==> src/rtl/doorbell_pkg.sv <==
package doorbell_pkg;
  typedef enum logic [1:0] {
    LK_CLOSED = 2'd0,
    LK_ARMED  = 2'd1,
    LK_OPEN   = 2'd2
  } lock_state_e;
endpackage

==> src/rtl/db_keylock.sv <==
module db_keylock
  import doorbell_pkg::*;
#(
  parameter int          AW       = 12,
  parameter int          DW       = 32,
  parameter logic [11:0] KEY0_OFS = 12'h038,
  parameter logic [11:0] KEY1_OFS = 12'h03C,
  parameter logic [31:0] KEY0_VAL = 32'h83E7_0B13,
  parameter logic [31:0] KEY1_VAL = 32'h95A4_F1E0
) (
  input  logic          clk,
  input  logic          rst,
  input  logic          wr_en,
  input  logic [AW-1:0] addr,
  input  logic [DW-1:0] wdata,
  output logic          unlocked
);
  lock_state_e state_q, state_d;
  logic hit0, hit1, good0, good1;

  assign hit0  = wr_en && (addr == AW'(KEY0_OFS));
  assign hit1  = wr_en && (addr == AW'(KEY1_OFS));
  assign good0 = (wdata == DW'(KEY0_VAL));
  assign good1 = (wdata == DW'(KEY1_VAL));

  always_comb begin
    state_d = state_q;
    if (hit0) begin
      state_d = good0 ? LK_ARMED : LK_CLOSED;
    end else if (hit1) begin
      if (!good1)
        state_d = LK_CLOSED;
      else if (state_q == LK_ARMED || state_q == LK_OPEN)
        state_d = LK_OPEN;
      else
        state_d = LK_CLOSED;
    end
  end

  always_ff @(posedge clk) begin
    if (rst) state_q <= LK_CLOSED;
    else     state_q <= state_d;
  end

  assign unlocked = (state_q == LK_OPEN);

  // Opening requires the correct second key in the previous cycle
  assert_open_needs_key_R2: assert property (@(posedge clk) disable iff (rst)
    (unlocked && !$past(unlocked)) |->
      ($past(wr_en) && $past(addr) == AW'(KEY1_OFS) && $past(wdata) == DW'(KEY1_VAL)));

  // A wrong key value closes the protection
  assert_bad_key_closes_R3: assert property (@(posedge clk) disable iff (rst)
    (wr_en && (addr == AW'(KEY0_OFS) || addr == AW'(KEY1_OFS)) &&
     wdata != DW'(KEY0_VAL) && wdata != DW'(KEY1_VAL)) |=> !unlocked);
endmodule

==> src/rtl/db_decode.sv <==
module db_decode #(
  parameter int          AW       = 12,
  parameter int          NC       = 8,
  parameter logic [11:0] GEN_BASE = 12'h240,
  parameter logic [11:0] ACK_BASE = 12'h280
) (
  input  logic          wr_en,
  input  logic          unlocked,
  input  logic [AW-1:0] addr,
  output logic [NC-1:0] gen_hit,
  output logic [NC-1:0] ack_hit,
  output logic [NC-1:0] gen_we,
  output logic [NC-1:0] ack_we
);
  localparam int STRIDE = 4;

  for (genvar c = 0; c < NC; c++) begin : g_slot
    assign gen_hit[c] = (addr == AW'(GEN_BASE) + AW'(c * STRIDE));
    assign ack_hit[c] = (addr == AW'(ACK_BASE) + AW'(c * STRIDE));
    assign gen_we[c]  = wr_en && unlocked && gen_hit[c];
    assign ack_we[c]  = wr_en && unlocked && ack_hit[c];
  end
endmodule

==> src/rtl/db_flag_slot.sv <==
module db_flag_slot #(
  parameter int FW = 28
) (
  input  logic          clk,
  input  logic          rst,
  input  logic          set_we,
  input  logic          clr_we,
  input  logic [FW-1:0] set_bits,
  input  logic [FW-1:0] clr_bits,
  input  logic          ring,
  output logic [FW-1:0] flags,
  output logic          irq
);
  logic [FW-1:0] next_flags;

  always_comb begin
    next_flags = flags;
    if (clr_we) next_flags = next_flags & ~clr_bits;
    if (set_we) next_flags = next_flags | set_bits;
  end

  always_ff @(posedge clk) begin
    if (rst) begin
      flags <= '0;
      irq   <= 1'b0;
    end else begin
      flags <= next_flags;
      irq   <= set_we && ring;
    end
  end

  assert_flags_hold_R6: assert property (@(posedge clk) disable iff (rst)
    (!set_we && !clr_we) |=> $stable(flags));

  assert_flags_set_R6: assert property (@(posedge clk) disable iff (rst)
    set_we |=> ((flags & $past(set_bits)) == $past(set_bits)));

  assert_flags_clear_R7: assert property (@(posedge clk) disable iff (rst)
    (clr_we && !set_we) |=> ((flags & $past(clr_bits)) == '0));

  assert_irq_source_R5: assert property (@(posedge clk) disable iff (rst)
    irq |-> ($past(set_we) && $past(ring)));
endmodule

==> src/rtl/core_doorbell.sv <==
module core_doorbell #(
  parameter int          NC       = 8,
  parameter int          AW       = 12,
  parameter int          DW       = 32,
  parameter int          FLAG_LSB = 4,
  parameter logic [11:0] GEN_BASE = 12'h240,
  parameter logic [11:0] ACK_BASE = 12'h280,
  parameter logic [11:0] KEY0_OFS = 12'h038,
  parameter logic [11:0] KEY1_OFS = 12'h03C,
  parameter logic [31:0] KEY0_VAL = 32'h83E7_0B13,
  parameter logic [31:0] KEY1_VAL = 32'h95A4_F1E0
) (
  input  logic          clk,
  input  logic          rst,
  input  logic [AW-1:0] addr,
  input  logic [DW-1:0] wdata,
  input  logic          wr_en,
  input  logic          rd_en,
  output logic [DW-1:0] rdata,
  output logic [NC-1:0] irq
);
  localparam int FW = DW - FLAG_LSB;

  logic              lock_open;
  logic [NC-1:0]     gen_hit, ack_hit, gen_we, ack_we;
  logic [NC-1:0][FW-1:0] flag_q;
  logic [DW-1:0]     rd_mux;

  db_keylock #(
    .AW(AW), .DW(DW), .KEY0_OFS(KEY0_OFS), .KEY1_OFS(KEY1_OFS),
    .KEY0_VAL(KEY0_VAL), .KEY1_VAL(KEY1_VAL)
  ) u_lock (
    .clk(clk), .rst(rst), .wr_en(wr_en), .addr(addr), .wdata(wdata),
    .unlocked(lock_open)
  );

  db_decode #(
    .AW(AW), .NC(NC), .GEN_BASE(GEN_BASE), .ACK_BASE(ACK_BASE)
  ) u_dec (
    .wr_en(wr_en), .unlocked(lock_open), .addr(addr),
    .gen_hit(gen_hit), .ack_hit(ack_hit), .gen_we(gen_we), .ack_we(ack_we)
  );

  for (genvar c = 0; c < NC; c++) begin : g_core
    db_flag_slot #(.FW(FW)) u_slot (
      .clk(clk), .rst(rst),
      .set_we(gen_we[c]), .clr_we(ack_we[c]),
      .set_bits(wdata[DW-1:FLAG_LSB]), .clr_bits(wdata[DW-1:FLAG_LSB]),
      .ring(wdata[0]),
      .flags(flag_q[c]), .irq(irq[c])
    );
  end

  always_comb begin
    rd_mux = '0;
    for (int c = 0; c < NC; c++) begin
      if (gen_hit[c] || ack_hit[c])
        rd_mux = {flag_q[c], {FLAG_LSB{1'b0}}};
    end
  end

  always_ff @(posedge clk) begin
    if (rst)        rdata <= '0;
    else if (rd_en) rdata <= rd_mux;
  end

  assert_irq_onehot_R5: assert property (@(posedge clk) disable iff (rst)
    $onehot0(irq));

  assert_locked_quiet_R4: assert property (@(posedge clk) disable iff (rst)
    !lock_open |=> (irq == '0));

  assert_rdata_hold_R8: assert property (@(posedge clk) disable iff (rst)
    !rd_en |=> $stable(rdata));
endmodule

==> config.mk <==
export PLATFORM = sky130hd
export DESIGN_NAME = core_doorbell
export DESIGN_NICKNAME = d
export VERILOG_FILES = /design/src/rtl/doorbell_pkg.sv /design/src/rtl/db_keylock.sv /design/src/rtl/db_decode.sv /design/src/rtl/db_flag_slot.sv /design/src/rtl/core_doorbell.sv
export SDC_FILE = /design/constraint.sdc
export NUM_CORES = 1
export LEC_CHECK = 0
export ABC_AREA = 1
export BUFFER_PORTS_ARGS = -buffer_cell sky130_fd_sc_hd__buf_2
export CORE_MARGIN = 5
export CORE_UTILIZATION = 65
export CTS_CLUSTER_SIZE = 30
export DETAILED_ROUTE_END_ITERATION = 7
export GPL_TIMING_DRIVEN = 0
export PLACE_DENSITY = 0.95
export REMOVE_ABC_BUFFERS = 1
export SETUP_SLACK_MARGIN = 0.5
export SYNTH_ARGS = -nofsm -noshare
export SYNTH_HDL_FRONTEND = slang
export SYNTH_SLANG_ARGS = --single-unit
==> constraint.sdc <==
create_clock -name clk -period 4.88 [get_ports clk]
set_clock_uncertainty 0.15 [all_clocks]
set_input_delay 0.976 -clock clk [delete_from_list [all_inputs] [get_ports clk]]
set_output_delay 0.976 -clock clk [all_outputs]
set_load 0.05 [all_outputs]
==> flow_summary_export.csv <==
group,metric,value,unit
final_layout,fillers,1399,
final_layout,instances_no_fill,2008,
final_layout,final_nets,1801,
clock_network,hold_buffers,0,
floorplanning,io-pin-count,88,
global_routing,grt_overflow,0,
logic_synthesis,synth_top_cell_area_share,42.6,%
route,drt_iter0_markers,1756,
timing,maxSlewHeadroom,-3.31,%
worst_setup_path,critPathArrivalTime,4.00,ns
logic_synthesis,ys.flop_type,"dfxtp_1",
logic_synthesis,ys_warn_count,0,
logic_synthesis,synthMuxAreaShare,0,%
clock_network,cts_max_path_buffers,3,
power_and_ir_drop,share_comb_of_total_power,5.3,%
global_routing,grt_max_degree,142,
clock_network,path_clk_slew,0.06,ns
route,via_per_inst,6.24,
route,ant_nets,0,
logic_synthesis,synth_top_family_by_area,"simple AND/OR/NAND/NOR gates",
place,dp_cells,1956,
power_and_ir_drop,intPower,3.49,mW
logic_synthesis,syn-instance-count,1767,
outcome,outcome,"finished, violations left",
final_layout,area_growth,8.90,%
logic_synthesis,syn_area,12300,sq um
outcome,violations,"max-capacitance violations, max-slew violations",
logic_synthesis,synthAdderAreaFrac,0.102,%
floorplanning,die_width,148,microns
worst_hold_path,hp-class,"reg -> reg",
global_routing,grt_pass1_wl,57800,microns
logic_synthesis,synth.largest_area_cell,"dfxtp_1",
power_and_ir_drop,pwr-share-clk,47.3,%
power_and_ir_drop,power.leakage,4.77,nW
route,route.detailed.drc,0,
worst_setup_path,endpoint_kind,"flip-flop",
worst_setup_path,path_max_fanout,28,
floorplanning,die_h,148,microns
timing,hold_viol,0,
clock_network,cts_tree,"built",
clock_network,post-cts-setup-buffers,0,
worst_setup_path,cp_slowest_stage_delay,1.27,ns
clock_network,clock_latency,0.54,ns
worst_setup_path,cp.required,5.12,ns
logic_synthesis,synth-compound-area-share,24.1,%
power_and_ir_drop,netSwitchingFraction,23.2,%
clock_network,cts-root-buf,"clkbuf_16",
timing,slew_viol_final,29,
worst_setup_path,cp-start-kind,"input pin",
timing,rsz0062_at_grt,"no",
clock_network,cts_buffers,26,
logic_synthesis,synthXorXnorAreaFrac,0,%
place,hpwl,20300,microns
route,dr.pass1.iters,8,
place,numPortBuffers,83,
logic_synthesis,synth-edff-count,0,
power_and_ir_drop,pwr_density_cell,339,nW/um^2
logic_synthesis,synth_area_leaders,"dfxtp_1 43%, nand2_1 14%, a21oi_1 12%, o21ai_0 10%, inv_1 2.9%",
place,placed_cell_area,12400,sq um
timing,worst_pin_slew,1.55,ns
place,routabilityCongestion,0.855,
floorplanning,std_cell_rows,50,
timing,setup_viol_count_final,0,
logic_synthesis,async_flop_share,0,%
clock_network,cts-resized-gates,0,
power_and_ir_drop,seqPwrFrac,47.4,%
worst_setup_path,cp_cell_sequence,"buf_2 > inv_1 > nand2_1 > nor3_2 > nand3_1 > o21ai_0 > a21oi_1",
power_and_ir_drop,peakVddDrop,238,uV
logic_synthesis,ys_types,42,
logic_synthesis,synth.ff_latch_count,262,
clock_network,htreeDepth,1,
route,routed_wl,37000,microns
logic_synthesis,ys_seq_area_share,42.6,%
clock_network,cts.sinks,262,
floorplanning,start_util,66.0,%
job,cap_viol_max_count,2,
floorplanning,die-area,21800,sq um
timing,post-route-period-util,76.9,%
power_and_ir_drop,switchingPower,1.06,mW
global_routing,grt_pass1_vias,11500,
final_layout,drive_gt1_share,11.1,%
route,drt-wirelength-per-cell,18.4,microns
timing,fmax,0.266,GHz
floorplanning,core,18600,sq um
global_routing,grt_util_all_layers,32.0,%
worst_setup_path,cp_slowest_cell,"nand3_1",
logic_synthesis,synthSimpleGateAreaFrac,24.3,%
worst_setup_path,crit_type,"in -> reg",
timing,period_minus_slack,3.75,ns
final_layout,fin_area,13400,sq um
global_routing,antenna_found_initial,2,
logic_synthesis,postSynthAreaPerCell,6.96,sq um
route,num_vias,12500,
timing,tns,0,ns
## power by group through the flow
stage	Sequential, mW	Combinational [mW]	Clock, mW
final	2.15	0.243	2.15
after global routing	2.15	0.256	2.24
after CTS	2.15	0.235	2.14
after detailed placement	2.20	0.234	0
after global placement	2.20	0.228	0
after floorplan	2.24	0.0680	0
## worst max-delay path: cells and delay by family
kind | cells | cell delay (ns)
and+or+nand+nor | 3 | 2.00
AOI/OAI and AO/OA | 2 | 0.81
buffers and inverters | 2 | 0.19
## cell families after synthesis
kind of cell	Yosys count
AND/OR/NAND/NOR	691
buffers and inverters	242
adder cells (fa/ha/maj)	1
other	1
flip-flops	262
AO/OA/AOI/OAI	570
## cell usage in the layout (no fill, tap or decap), drive strengths merged, types with 2 or more instances in the layout
master and n:
nand3b 2, bufinv 4, clkinv 7, a211oi 2, diode 3, buf 89, nor2 80, dfxtp 262
nand4 9, o2111ai 2, nand3 54, nor4 11, inv 104, nand2 474, o21ai 258, nor3 7
conb 4, or2 53, clkbuf 38, a21oi 307
## final cells by class
cell class,count,area [sq um],area share [%]
clock inverters,9,148,1.10
flip-flops and latches,262,5250,39.2
well taps,234,293,2.19
multi-input cells,1266,6000,44.8
diodes,3,7.51,0.0560
repair buffers,89,533,3.98
inverters,107,402,3.00
clock buffers,38,767,5.73
## synth_stat cells (2+ instances only)
master and count:
a211oi_1 2, a21oi_1 286, a21oi_2 20, buf_2 31, buf_4 15, buf_8 2
clkbuf_1 78, clkinv_1 3, dfxtp_1 262, dlygate4sd3_1 2, dlymetal6s2s_1 3, inv_1 96
inv_2 8, nand2_1 471, nand2_2 3, nand3_1 53, nand3b_1 2, nand4_1 8
nor2_1 63, nor2_2 9, nor2_4 8, nor3_1 6, nor4_1 10, o2111ai_1 2
o21ai_0 255, o21ai_2 3, or2_0 24, or2_1 19, or2_2 10
## metrics by stage
step	hold WS [ns]	setup slack, ns	util [%]	power (mW)
floorplan	0.288	1.98	-	2.31
global placement	0.301	-1.90	66.2	2.43
detailed placement	0.310	0.866	66.7	2.44
CTS	0.318	1.40	71.6	4.53
global route	0.333	1.15	71.8	4.65
finish	0.319	1.13	71.9	4.55
## layer usage
metal  track usage (%)  wire, microns
met5                 0              0
met4              14.9           1590
met1              41.5          13900
met2              51.3          16900
met3              6.81           4520
## final timing paths
kind | from | endpoint | slack [ns] | cells after the start
min | flip-flop | flip-flop | 0.32 | 2
min reg2reg | flip-flop | flip-flop | 0.32 | 2
max reg2reg | u_lock.state_q[0] | flip-flop | 1.43 | 7
max | addr[6] | flip-flop | 1.13 | 7
Power figures use the tool's default switching activity.
